$ cat config.mk
export PLATFORM = sky130hd
export DESIGN_NAME = tdc_backend
export DESIGN_NICKNAME = d
export VERILOG_FILES = /design/src/rtl/tdc_pkg.sv /design/src/rtl/tdc_therm_enc.sv /design/src/rtl/tdc_coarse_cnt.sv /design/src/rtl/tdc_ctrl.sv /design/src/rtl/tdc_backend.sv
export SDC_FILE = /design/constraint.sdc
export NUM_CORES = 1
export LEC_CHECK = 0
export ABC_AREA = 1
export BUFFER_PORTS_ARGS = -buffer_cell sky130_fd_sc_hd__buf_2
export CAP_MARGIN = 20
export CORE_MARGIN = 3
export CORE_UTILIZATION = 35
export DETAILED_ROUTE_END_ITERATION = 6
export PLACE_DENSITY = 0.55
export SLEW_MARGIN = 20
export SYNTH_ARGS = -nofsm -noshare
export SYNTH_HDL_FRONTEND = slang
export SYNTH_SLANG_ARGS = --single-unit
$ cat constraint.sdc
create_clock -name clk -period 2.3 [get_ports clk]
set_input_delay 0 -clock clk [delete_from_list [all_inputs] [get_ports clk]]
set_output_delay 0 -clock clk [all_outputs]
set_load 0.1 [all_outputs]
$ cat src/rtl/tdc_pkg.sv
package tdc_pkg;
  typedef enum logic [1:0] {
    ST_IDLE,
    ST_RUN,
    ST_STOP,
    ST_DONE
  } tdc_state_e;
endpackage

$ cat src/rtl/tdc_therm_enc.sv
module tdc_therm_enc #(
  parameter int TAPS   = 32,
  parameter int CODE_W = $clog2(TAPS)
) (
  input  logic [TAPS-1:0]   taps,
  output logic [CODE_W-1:0] code
);
  // tap above the top of the line reads as not yet reached
  logic [TAPS:0]   ext;
  logic [TAPS-1:0] pair_zero;

  assign ext = {1'b0, taps};

  genvar g;
  generate
    for (g = 0; g < TAPS; g++) begin : g_pz
      assign pair_zero[g] = ~ext[g] & ~ext[g+1];
    end
  endgenerate

  // lowest double-zero marks the edge; a lone 0 bubble is skipped
  always_comb begin
    code = CODE_W'(TAPS - 1);
    for (int i = TAPS - 1; i >= 0; i--) begin
      if (pair_zero[i]) code = CODE_W'(i);
    end
  end
endmodule

$ cat src/rtl/tdc_coarse_cnt.sv
module tdc_coarse_cnt #(
  parameter int W = 15
) (
  input  logic         clk,
  input  logic         rst,
  input  logic         clr,
  input  logic         en,
  output logic [W-1:0] cnt,
  output logic         ovf
);
  localparam logic [W-1:0] CNT_MAX = '1;

  always_ff @(posedge clk) begin
    if (rst) begin
      cnt <= '0;
      ovf <= 1'b0;
    end else if (clr) begin
      cnt <= '0;
    end else if (en) begin
      if (cnt == CNT_MAX) ovf <= 1'b1;
      else                cnt <= cnt + 1'b1;
    end
  end
endmodule

$ cat src/rtl/tdc_ctrl.sv
module tdc_ctrl
  import tdc_pkg::*;
(
  input  logic clk,
  input  logic rst,
  input  logic start_i,
  input  logic stop_i,
  output logic cap_start,
  output logic cap_stop,
  output logic cnt_en,
  output logic calc
);
  tdc_state_e state_q, state_d;

  assign cap_start = (state_q == ST_IDLE) && start_i;
  assign cap_stop  = (state_q == ST_RUN) && stop_i;
  assign cnt_en    = (state_q == ST_RUN);
  assign calc      = (state_q == ST_STOP);

  always_comb begin
    state_d = state_q;
    case (state_q)
      ST_IDLE: if (start_i) state_d = ST_RUN;
      ST_RUN:  if (stop_i)  state_d = ST_STOP;
      ST_STOP: state_d = ST_DONE;
      default: state_d = ST_DONE;
    endcase
  end

  always_ff @(posedge clk) begin
    if (rst) state_q <= ST_IDLE;
    else     state_q <= state_d;
  end
endmodule

$ cat src/rtl/tdc_backend.sv
module tdc_backend #(
  parameter int TAPS     = 32,
  parameter int COARSE_W = 15
) (
  input  logic                              clk,
  input  logic                              rst,
  input  logic                              start_i,
  input  logic                              stop_i,
  input  logic [TAPS-1:0]                   start_taps_i,
  input  logic [TAPS-1:0]                   stop_taps_i,
  output logic [COARSE_W+$clog2(TAPS)-1:0]  result_o,
  output logic                              done_o,
  output logic                              ovf_o
);
  localparam int FINE_W = $clog2(TAPS);
  localparam int RES_W  = COARSE_W + FINE_W;

  logic              cap_start, cap_stop, cnt_en, calc;
  logic [FINE_W-1:0] enc_start, enc_stop;
  logic [FINE_W-1:0] fine_start_q, fine_stop_q;
  logic [COARSE_W-1:0] coarse_cnt;

  tdc_ctrl u_ctrl (
    .clk       (clk),
    .rst       (rst),
    .start_i   (start_i),
    .stop_i    (stop_i),
    .cap_start (cap_start),
    .cap_stop  (cap_stop),
    .cnt_en    (cnt_en),
    .calc      (calc)
  );

  tdc_therm_enc #(.TAPS(TAPS), .CODE_W(FINE_W)) u_enc_start (
    .taps (start_taps_i),
    .code (enc_start)
  );

  tdc_therm_enc #(.TAPS(TAPS), .CODE_W(FINE_W)) u_enc_stop (
    .taps (stop_taps_i),
    .code (enc_stop)
  );

  tdc_coarse_cnt #(.W(COARSE_W)) u_cnt (
    .clk (clk),
    .rst (rst),
    .clr (cap_start),
    .en  (cnt_en),
    .cnt (coarse_cnt),
    .ovf (ovf_o)
  );

  always_ff @(posedge clk) begin
    if (rst) begin
      fine_start_q <= '0;
      fine_stop_q  <= '0;
      result_o     <= '0;
      done_o       <= 1'b0;
    end else begin
      if (cap_start) fine_start_q <= enc_start;
      if (cap_stop)  fine_stop_q  <= enc_stop;
      if (calc) begin
        result_o <= {coarse_cnt, {FINE_W{1'b0}}} + RES_W'(fine_start_q)
                    - RES_W'(fine_stop_q);
        done_o   <= 1'b1;
      end
    end
  end
endmodule

==> results of run 1 <==
[synthesized netlist by cell type (all sizes together)]
library cell,n
o32ai,1
fa,1
nor4,3
dfxtp,49
ha,7
a32o,2
o31ai,2
nor2,99
o211ai,4
or2,7
nand3,19
xor2,10
a31oi,3
o221ai,2
a221oi,1
nor3,18
clkinv,12
inv,108
a211oi,1
nand4,4
clkbuf,7
nor3b,2
o21a,1
bufinv,1
a21oi,29
o21ai,37
a22oi,1
nand2,145
[what timing repair did]
action | in CTS | in global routing
gates resized for setup | 6 | 13
setup buffers | 0 | 3
endpoints found under the hold margin | 2 | 0
setup endpoints to repair | 4 | 7
hold buffers | 2 | 0
pin swaps | 1 | 2
[power by group]
part           switching [uW]  total, uW  internal (uW)
registers                26.7        915            888
clock network             291        618            327
logic                     535        804            269
[state kept, by name (all words and copies together), names as in the netlist]
name,count
fine_stop_q,5
result_o,20
fine_start_q,5
u_ctrl.state_q,2
u_cnt.ovf,1
u_cnt.cnt,15
done_o,1
[per-layer routing]
metal,GRT usage [%],up-vias
li1,-,1998
met2,25.4,89
met3,2.78,5
met1,19.8,1556
met5,0,-
met4,3.42,0
[through the flow]
stage / power (uW) / std cells / hold WS [ns] / setup slack (ns) / TNS, ns
floorplan: 1500 / 576 / 0.134 / 0.0198 / 0
global placement: 1700 / 800 / 0.245 / -0.0478 / -0.0570
detailed placement: 1710 / 800 / 0.253 / -0.101 / -0.223
CTS: 2340 / 810 / 0.0574 / -0.000197 / -0.000197
global route: 2480 / 813 / 0.0805 / -0.141 / -0.369
finish: 2340 / 813 / 0.0522 / 0.0467 / 0
[area by class of cell]
class | instances | area, um^2
inverter | 121 | 490
clock buffer | 6 | 72.6
multi-input combinational | 399 | 2000
timing repair buffer | 107 | 586
tap | 129 | 161
sequential | 49 | 985
clock inverter | 2 | 38.8
fill | 1027 | 5000
[worst paths after layout]
check	from	to	slack (ns)
min reg2reg	done_o	done_o	0.48
max reg2reg	fine_stop_q[0]	result_o[16]	0.05
min	start_taps_i[1]	fine_start_q[0]	0.05
max	fine_stop_q[0]	result_o[16]	0.05
[critical path: cells and delay by family (launching register included)]
| kind | cells | cell delay, ns |
|---|---|---|
| AO/OA/AOI/OAI | 3 | 0.29 |
| adder cells (fa/ha/maj) | 2 | 0.38 |
| buffers and inverters | 5 | 0.29 |
| flip-flops | 1 | 0.38 |
| AND/OR/NAND/NOR | 9 | 0.83 |
[cells by family after synthesis]
logic type	Yosys count	synth area share [%]
AND/OR/NAND/NOR	297	36.3
flip-flops	49	28.9
AO/OA/AOI/OAI	84	13.9
buffers and inverters	128	15.2
adder cells (fa/ha/maj)	8	3.17
XOR/XNOR	10	2.58
==> impl_metrics.xml, run 1 <==
<?xml version="1.0" encoding="UTF-8"?>
<metrics>
  <group name="worst_setup_path">
    <metric name="required" unit="ns">2.51</metric>
    <metric name="worst_path_max_delay_cell" unit="">sky130_fd_sc_hd__dfxtp_1</metric>
    <metric name="worst_setup_path_end_kind" unit="">register</metric>
    <metric name="crit_top_cell" unit="">sky130_fd_sc_hd__inv_2</metric>
    <metric name="path_max_fanout" unit="">3</metric>
    <metric name="worst_setup_path_start_kind" unit="">register</metric>
    <metric name="r2r.worst_path.cells" unit="">19</metric>
    <metric name="crit_path_cell_trace" unit="">ha_4 &gt; fa_2 &gt; o31ai_4 &gt; nand2_1 &gt; nand2_2 &gt; nor2_2 &gt; inv_2 &gt; nor3_4 &gt; inv_2 &gt; nor2_2 &gt; nand2_1 &gt; nor3_2 &gt; inv_2 &gt; nor2_4 &gt; inv_2 &gt; o21ai_1 &gt; nand3_1 &gt; o211ai_1 &gt; inv_2</metric>
    <metric name="crit_path_max_incr_delay" unit="ns">0.38</metric>
    <metric name="critical_path_arrival" unit="ns">2.46</metric>
    <metric name="timing.setup.critical_path_class" unit="">register to register</metric>
  </group>
  <group name="die">
    <metric name="floorplan.initialDensity" unit="%">36.4</metric>
    <metric name="chipWidth" unit="um">105</metric>
    <metric name="row_count" unit="">35</metric>
    <metric name="dieHeight" unit="um">105</metric>
    <metric name="core-area" unit="mm^2">0.00933</metric>
    <metric name="boundaryPins" unit="">90</metric>
    <metric name="floorplan.die_area" unit="mm^2">0.0109</metric>
  </group>
  <group name="drt">
    <metric name="maxUsedRoutingLayer" unit="">met4</metric>
    <metric name="drt-vias-per-instance" unit="">4.49</metric>
    <metric name="post_drt_wl_per_cell" unit="um">10.1</metric>
    <metric name="detail_route.iter0.violations" unit="">103</metric>
    <metric name="drc" unit="">0</metric>
    <metric name="vias" unit="">3648</metric>
    <metric name="detailroute.wirelength.met3" unit="um">437</metric>
    <metric name="remaining_antenna_violation_count" unit="">0</metric>
    <metric name="routed_wirelength" unit="mm">8.25</metric>
    <metric name="met1_length" unit="mm">4.02</metric>
    <metric name="met2_wirelength" unit="mm">3.71</metric>
    <metric name="firstDrtPassIters" unit="">5</metric>
  </group>
  <group name="logic_synthesis">
    <metric name="post-synth-top-area-fraction" unit="%">28.9</metric>
    <metric name="yosysTopAreaCell" unit="">sky130_fd_sc_hd__dfxtp_1</metric>
    <metric name="postSynthCellCount" unit="">576</metric>
    <metric name="syn_area_per_cell" unit="um^2">5.90</metric>
    <metric name="synth.net_count" unit="">652</metric>
    <metric name="postSynthRegisterBits" unit="">49</metric>
    <metric name="yosys.cell_types.count" unit="">38</metric>
    <metric name="yosys-top-cells-area" unit="">sky130_fd_sc_hd__dfxtp_1, sky130_fd_sc_hd__nand2_1, sky130_fd_sc_hd__nor2_1, sky130_fd_sc_hd__inv_1, sky130_fd_sc_hd__a21oi_1</metric>
    <metric name="yosysWarningCount" unit="">0</metric>
    <metric name="syn-cell-area" unit="mm^2">0.00340</metric>
    <metric name="yosysSeqAreaShare" unit="%">28.9</metric>
  </group>
  <group name="global_routing">
    <metric name="grt_start_max_net_pins" unit="">36</metric>
    <metric name="grt-ovfl-total" unit="">0</metric>
    <metric name="grt_antenna_before_repair" unit="">0</metric>
    <metric name="grt_first_pass_wirelength" unit="mm">14.2</metric>
    <metric name="grt_use_total" unit="%">15.0</metric>
    <metric name="number_of_global_route_vias_before_repair" unit="">3355</metric>
  </group>
  <group name="clock_tree">
    <metric name="clkSlewWorstSetupHoldPaths" unit="ns">0.09</metric>
    <metric name="root_buffer" unit="">sky130_fd_sc_hd__clkbuf_8</metric>
    <metric name="cts_tree" unit="">yes</metric>
    <metric name="cts_buffers" unit="">5</metric>
    <metric name="h-tree-depth" unit="">2</metric>
    <metric name="clk-insertion-delay-late" unit="ns">0.30</metric>
    <metric name="clockBufferDepth" unit="">2</metric>
    <metric name="tritoncts_num_sinks" unit="">49</metric>
  </group>
  <group name="sta">
    <metric name="timing_worst_slew_pin_value" unit="ns">0.537</metric>
    <metric name="final_max_slew_viol_count" unit="">0</metric>
    <metric name="finalClockSkew" unit="ns">0.00754</metric>
    <metric name="setup_viol" unit="">0</metric>
    <metric name="final_min_period_over_clock_period" unit="%">98.0</metric>
    <metric name="layout_min_cycle_time" unit="ns">2.25</metric>
    <metric name="finalHoldViolCount" unit="">0</metric>
    <metric name="achievable-frequency" unit="MHz">444</metric>
    <metric name="slew_headroom" unit="%">64.1</metric>
    <metric name="unrepaired_setup_endpoints_after_global_routing" unit="">true</metric>
  </group>
  <group name="layout">
    <metric name="antenna_cells_inserted" unit="">0</metric>
    <metric name="final_cell_mix" unit="">sky130_fd_sc_hd__nand2_1, sky130_fd_sc_hd__nor2_1, sky130_fd_sc_hd__buf_2, sky130_fd_sc_hd__inv_1, sky130_fd_sc_hd__dfxtp_1</metric>
    <metric name="final_core_util" unit="%">46.4</metric>
    <metric name="areaGrowthSynthToFinish" unit="%">27.4</metric>
    <metric name="drive_gt1_share" unit="%">24.3</metric>
    <metric name="layout_commonest_cell" unit="">sky130_fd_sc_hd__nand2_1</metric>
    <metric name="final_net_count" unit="">759</metric>
    <metric name="final_cell_area" unit="mm^2">0.00433</metric>
  </group>
  <group name="status">
    <metric name="outcome" unit="">finished clean</metric>
  </group>
  <group name="power">
    <metric name="p_per_area" unit="mW/mm^2">540</metric>
    <metric name="vdd_drop_max" unit="mV">0.256</metric>
    <metric name="total_leakage_power" unit="uW">0.00230</metric>
  </group>
  <group name="placement">
    <metric name="gp_routability_congestion" unit="">0.788</metric>
    <metric name="dp.final_hpwl" unit="mm">6.75</metric>
    <metric name="placed_area" unit="mm^2">0.00408</metric>
    <metric name="io_buffer_count" unit="">89</metric>
  </group>
  <group name="min_path">
    <metric name="min_delay_path_depth" unit="">6</metric>
    <metric name="tightest_hold_check_type" unit="">input pin to register</metric>
  </group>
  <group name="job">
    <metric name="max_cap_viol_count" unit="">0</metric>
  </group>
</metrics>
Power figures use the tool's default switching activity.
==> inputs of run 2 (changes only) <==
--- a/config.mk
+++ b/config.mk
@@ -11,7 +11,7 @@
 export CORE_MARGIN = 3
 export CORE_UTILIZATION = 35
 export DETAILED_ROUTE_END_ITERATION = 6
-export PLACE_DENSITY = 0.55
+export PLACE_DENSITY = 0.69
 export SLEW_MARGIN = 20
 export SYNTH_ARGS = -nofsm -noshare
 export SYNTH_HDL_FRONTEND = slang
==> run 2 against run 1 <==
  * The flow now finishes with violations (setup timing)
  * Sequential share of layout area shrank 0.086 points
  * Clock skew grew 0.0031 ns
  * Via count grew 0.99%
  * Non-clock buffer count grew 4
  * Worst setup slack lost 0.22 ns
  * Sequential cell count is the same
  * Clock power grew 1%
  * Critical path type unchanged
  * Critical endpoint is now result_o[18]
  * Largest cell class unchanged
  * Highest routed layer unchanged
==> impl_metrics.xml, run 2 (synthesis gave the netlist of run 1 again) <==
<?xml version="1.0" encoding="UTF-8"?>
<metrics>
  <group name="status">
    <metric name="outcome" unit="">complete, but fails checks</metric>
    <metric name="failed_checks" unit="">setup timing</metric>
  </group>
  <group name="drt">
    <metric name="firstDrtPassIters" unit="">4</metric>
    <metric name="detail_route.iter0.violations" unit="">244</metric>
    <metric name="detailroute.wirelength.met3" unit="um">417</metric>
    <metric name="maxUsedRoutingLayer" unit="">met4</metric>
    <metric name="vias" unit="">3684</metric>
    <metric name="routed_wirelength" unit="mm">8.25</metric>
    <metric name="remaining_antenna_violation_count" unit="">0</metric>
    <metric name="drt-vias-per-instance" unit="">4.51</metric>
    <metric name="met1_length" unit="mm">3.83</metric>
    <metric name="drc" unit="">0</metric>
    <metric name="met2_wirelength" unit="mm">3.91</metric>
    <metric name="post_drt_wl_per_cell" unit="um">10.1</metric>
  </group>
  <group name="die">
    <metric name="row_count" unit="">35</metric>
    <metric name="floorplan.initialDensity" unit="%">36.4</metric>
    <metric name="core-area" unit="mm^2">0.00933</metric>
    <metric name="floorplan.die_area" unit="mm^2">0.0109</metric>
    <metric name="chipWidth" unit="um">105</metric>
    <metric name="dieHeight" unit="um">105</metric>
    <metric name="boundaryPins" unit="">90</metric>
  </group>
  <group name="clock_tree">
    <metric name="root_buffer" unit="">sky130_fd_sc_hd__clkbuf_8</metric>
    <metric name="tritoncts_num_sinks" unit="">49</metric>
    <metric name="cts_tree" unit="">yes</metric>
    <metric name="h-tree-depth" unit="">2</metric>
    <metric name="clk-insertion-delay-late" unit="ns">0.30</metric>
    <metric name="cts_buffers" unit="">5</metric>
    <metric name="clockBufferDepth" unit="">2</metric>
    <metric name="clkSlewWorstSetupHoldPaths" unit="ns">0.09</metric>
  </group>
  <group name="worst_setup_path">
    <metric name="required" unit="ns">2.51</metric>
    <metric name="worst_r2r_end" unit="">result_o[18]</metric>
    <metric name="worst_setup_path_start_kind" unit="">register</metric>
    <metric name="critical_path.startpoint" unit="">fine_start_q[0]</metric>
    <metric name="r2r.worst_path.cells" unit="">19</metric>
    <metric name="timing.setup.critical_path_class" unit="">register to register</metric>
    <metric name="path_max_fanout" unit="">3</metric>
    <metric name="critical_path_arrival" unit="ns">2.68</metric>
    <metric name="ff2ff_setup_slack" unit="ns">-0.18</metric>
    <metric name="timing.rr.start" unit="">fine_start_q[0]</metric>
    <metric name="worst_setup_path_end_kind" unit="">register</metric>
    <metric name="crit_end" unit="">result_o[18]</metric>
  </group>
  <group name="global_routing">
    <metric name="grt_antenna_before_repair" unit="">0</metric>
    <metric name="number_of_global_route_vias_before_repair" unit="">3398</metric>
    <metric name="grt_start_max_net_pins" unit="">35</metric>
    <metric name="grt-ovfl-total" unit="">0</metric>
    <metric name="grt_first_pass_wirelength" unit="mm">14.2</metric>
    <metric name="grt_use_total" unit="%">14.9</metric>
  </group>
  <group name="layout">
    <metric name="max_flop_register" unit="">result_o</metric>
    <metric name="antenna_cells_inserted" unit="">0</metric>
    <metric name="drive_gt1_share" unit="%">25.1</metric>
    <metric name="final_cell_mix" unit="">sky130_fd_sc_hd__nand2_1, sky130_fd_sc_hd__nor2_1, sky130_fd_sc_hd__buf_2, sky130_fd_sc_hd__inv_1, sky130_fd_sc_hd__dfxtp_1</metric>
    <metric name="areaGrowthSynthToFinish" unit="%">28.2</metric>
    <metric name="layout_commonest_cell" unit="">sky130_fd_sc_hd__nand2_1</metric>
    <metric name="largest_register_ffs" unit="">20</metric>
    <metric name="final_core_util" unit="%">46.7</metric>
    <metric name="final.fill_count" unit="">980</metric>
    <metric name="final_net_count" unit="">763</metric>
    <metric name="reg_top3" unit="">result_o: 20 flops, u_cnt.cnt: 15 flops</metric>
    <metric name="finish.cell_count_without_fillers" unit="">817</metric>
  </group>
  <group name="sta">
    <metric name="setup_viol" unit="">3</metric>
    <metric name="final_max_slew_viol_count" unit="">0</metric>
    <metric name="achievable-frequency" unit="MHz">404</metric>
    <metric name="layout_min_cycle_time" unit="ns">2.48</metric>
    <metric name="timing_worst_slew_pin_value" unit="ns">0.528</metric>
    <metric name="final_min_period_over_clock_period" unit="%">108</metric>
    <metric name="finalHoldViolCount" unit="">0</metric>
    <metric name="setup_tns" unit="ns">-0.472</metric>
    <metric name="unrepaired_setup_endpoints_after_global_routing" unit="">true</metric>
    <metric name="slew_headroom" unit="%">64.8</metric>
    <metric name="postLayoutSetupSlackWorst" unit="ns">-0.177</metric>
    <metric name="finalClockSkew" unit="ns">0.0106</metric>
  </group>
  <group name="power">
    <metric name="total_leakage_power" unit="uW">0.00231</metric>
    <metric name="total_power" unit="uW">2380</metric>
    <metric name="p_per_area" unit="mW/mm^2">545</metric>
    <metric name="vdd_drop_max" unit="mV">0.252</metric>
  </group>
  <group name="min_path">
    <metric name="tightest_hold_check_type" unit="">input pin to register</metric>
  </group>
  <group name="placement">
    <metric name="gp_routability_congestion" unit="">0.853</metric>
    <metric name="dp.final_hpwl" unit="mm">6.62</metric>
    <metric name="io_buffer_count" unit="">89</metric>
    <metric name="placedCellCount" unit="">799</metric>
  </group>
  <group name="job">
    <metric name="max_cap_viol_count" unit="">0</metric>
  </group>
</metrics>
[run 2: final cells by class]
cell class / count / area [um^2] / area share (%)
clock inverters: 1 / 30.0 / 0.689
well taps: 129 / 161 / 3.70
multi-input cells: 399 / 1990 / 45.6
flip-flops and latches: 49 / 987 / 22.7
inverters: 121 / 490 / 11.3
repair buffers: 111 / 616 / 14.1
clock buffers: 7 / 86.3 / 1.98
[run 2: power breakdown]
| part | internal [uW] | total (uW) | switching (uW) | leakage (uW) |
|---|---|---|---|---|
| registers | 889 | 917 | 27.9 | 0.000400 |
| logic | 292 | 832 | 541 | 0.00185 |
| clock network | 355 | 626 | 272 | 0.0000585 |
[run 2: critical path: stages (launching register included)]
cell and delay, ns:
sky130_fd_sc_hd__dfxtp_2 0.33, sky130_fd_sc_hd__inv_2 0.06, sky130_fd_sc_hd__ha_4 0.14, sky130_fd_sc_hd__fa_2 0.22, sky130_fd_sc_hd__o31ai_2 0.07, sky130_fd_sc_hd__nand2_1 0.09
sky130_fd_sc_hd__nand2_2 0.09, sky130_fd_sc_hd__nor2_4 0.13, sky130_fd_sc_hd__inv_2 0.06, sky130_fd_sc_hd__nor3_4 0.18, sky130_fd_sc_hd__inv_2 0.06, sky130_fd_sc_hd__nor2_2 0.11
sky130_fd_sc_hd__nand2_2 0.07, sky130_fd_sc_hd__nor3_2 0.20, sky130_fd_sc_hd__inv_2 0.08, sky130_fd_sc_hd__nor2_4 0.13, sky130_fd_sc_hd__nand3_1 0.09, sky130_fd_sc_hd__xor2_1 0.15
sky130_fd_sc_hd__o21ai_1 0.11, sky130_fd_sc_hd__inv_1 0.04
[run 2: stage by stage]
stage          instance area (um^2)  setup WS, ns  hold slack, ns
6_report                       4360        -0.177          0.0704
5_1_grt                        4360        -0.401           0.106
4_1_cts                        4250       0.00563          0.0699
3_5_place_dp                   4080       -0.0755           0.252
3_3_place_gp                   4080       -0.0448           0.246
2_1_floorplan                  3400        0.0198           0.134
[run 2: layer usage]
| metal | GRT usage [%] | vias up |
|---|---|---|
| met5 | 0 | - |
| met4 | 4.08 | 0 |
| met3 | 2.22 | 7 |
| met2 | 26.3 | 95 |
| met1 | 18.7 | 1580 |
| li1 | - | 2002 |
[run 2: what timing repair did]
action | 4_1_cts | 5_1_grt
cloned | 0 | 0
setup buffers | 1 | 7
hold buffers | 2 | 0
setup endpoints to repair | 3 | 9
resized for setup | 4 | 17
hold endpoints to repair | 2 | 0
pin swaps | 1 | 10
[run 2: worst min path at each step]
stage          cells after the start                end             from  slack (ns)
4_1_cts                            6    fine_start_q[0]  start_taps_i[1]        0.07
5_1_grt                            6    fine_start_q[0]  start_taps_i[1]        0.11
3_3_place_gp                       3  u_ctrl.state_q[0]          start_i        0.25
6_report                           6    fine_start_q[0]  start_taps_i[1]        0.07
2_1_floorplan                      2  u_ctrl.state_q[0]          start_i        0.13
3_5_place_dp                       3  u_ctrl.state_q[0]          start_i        0.25
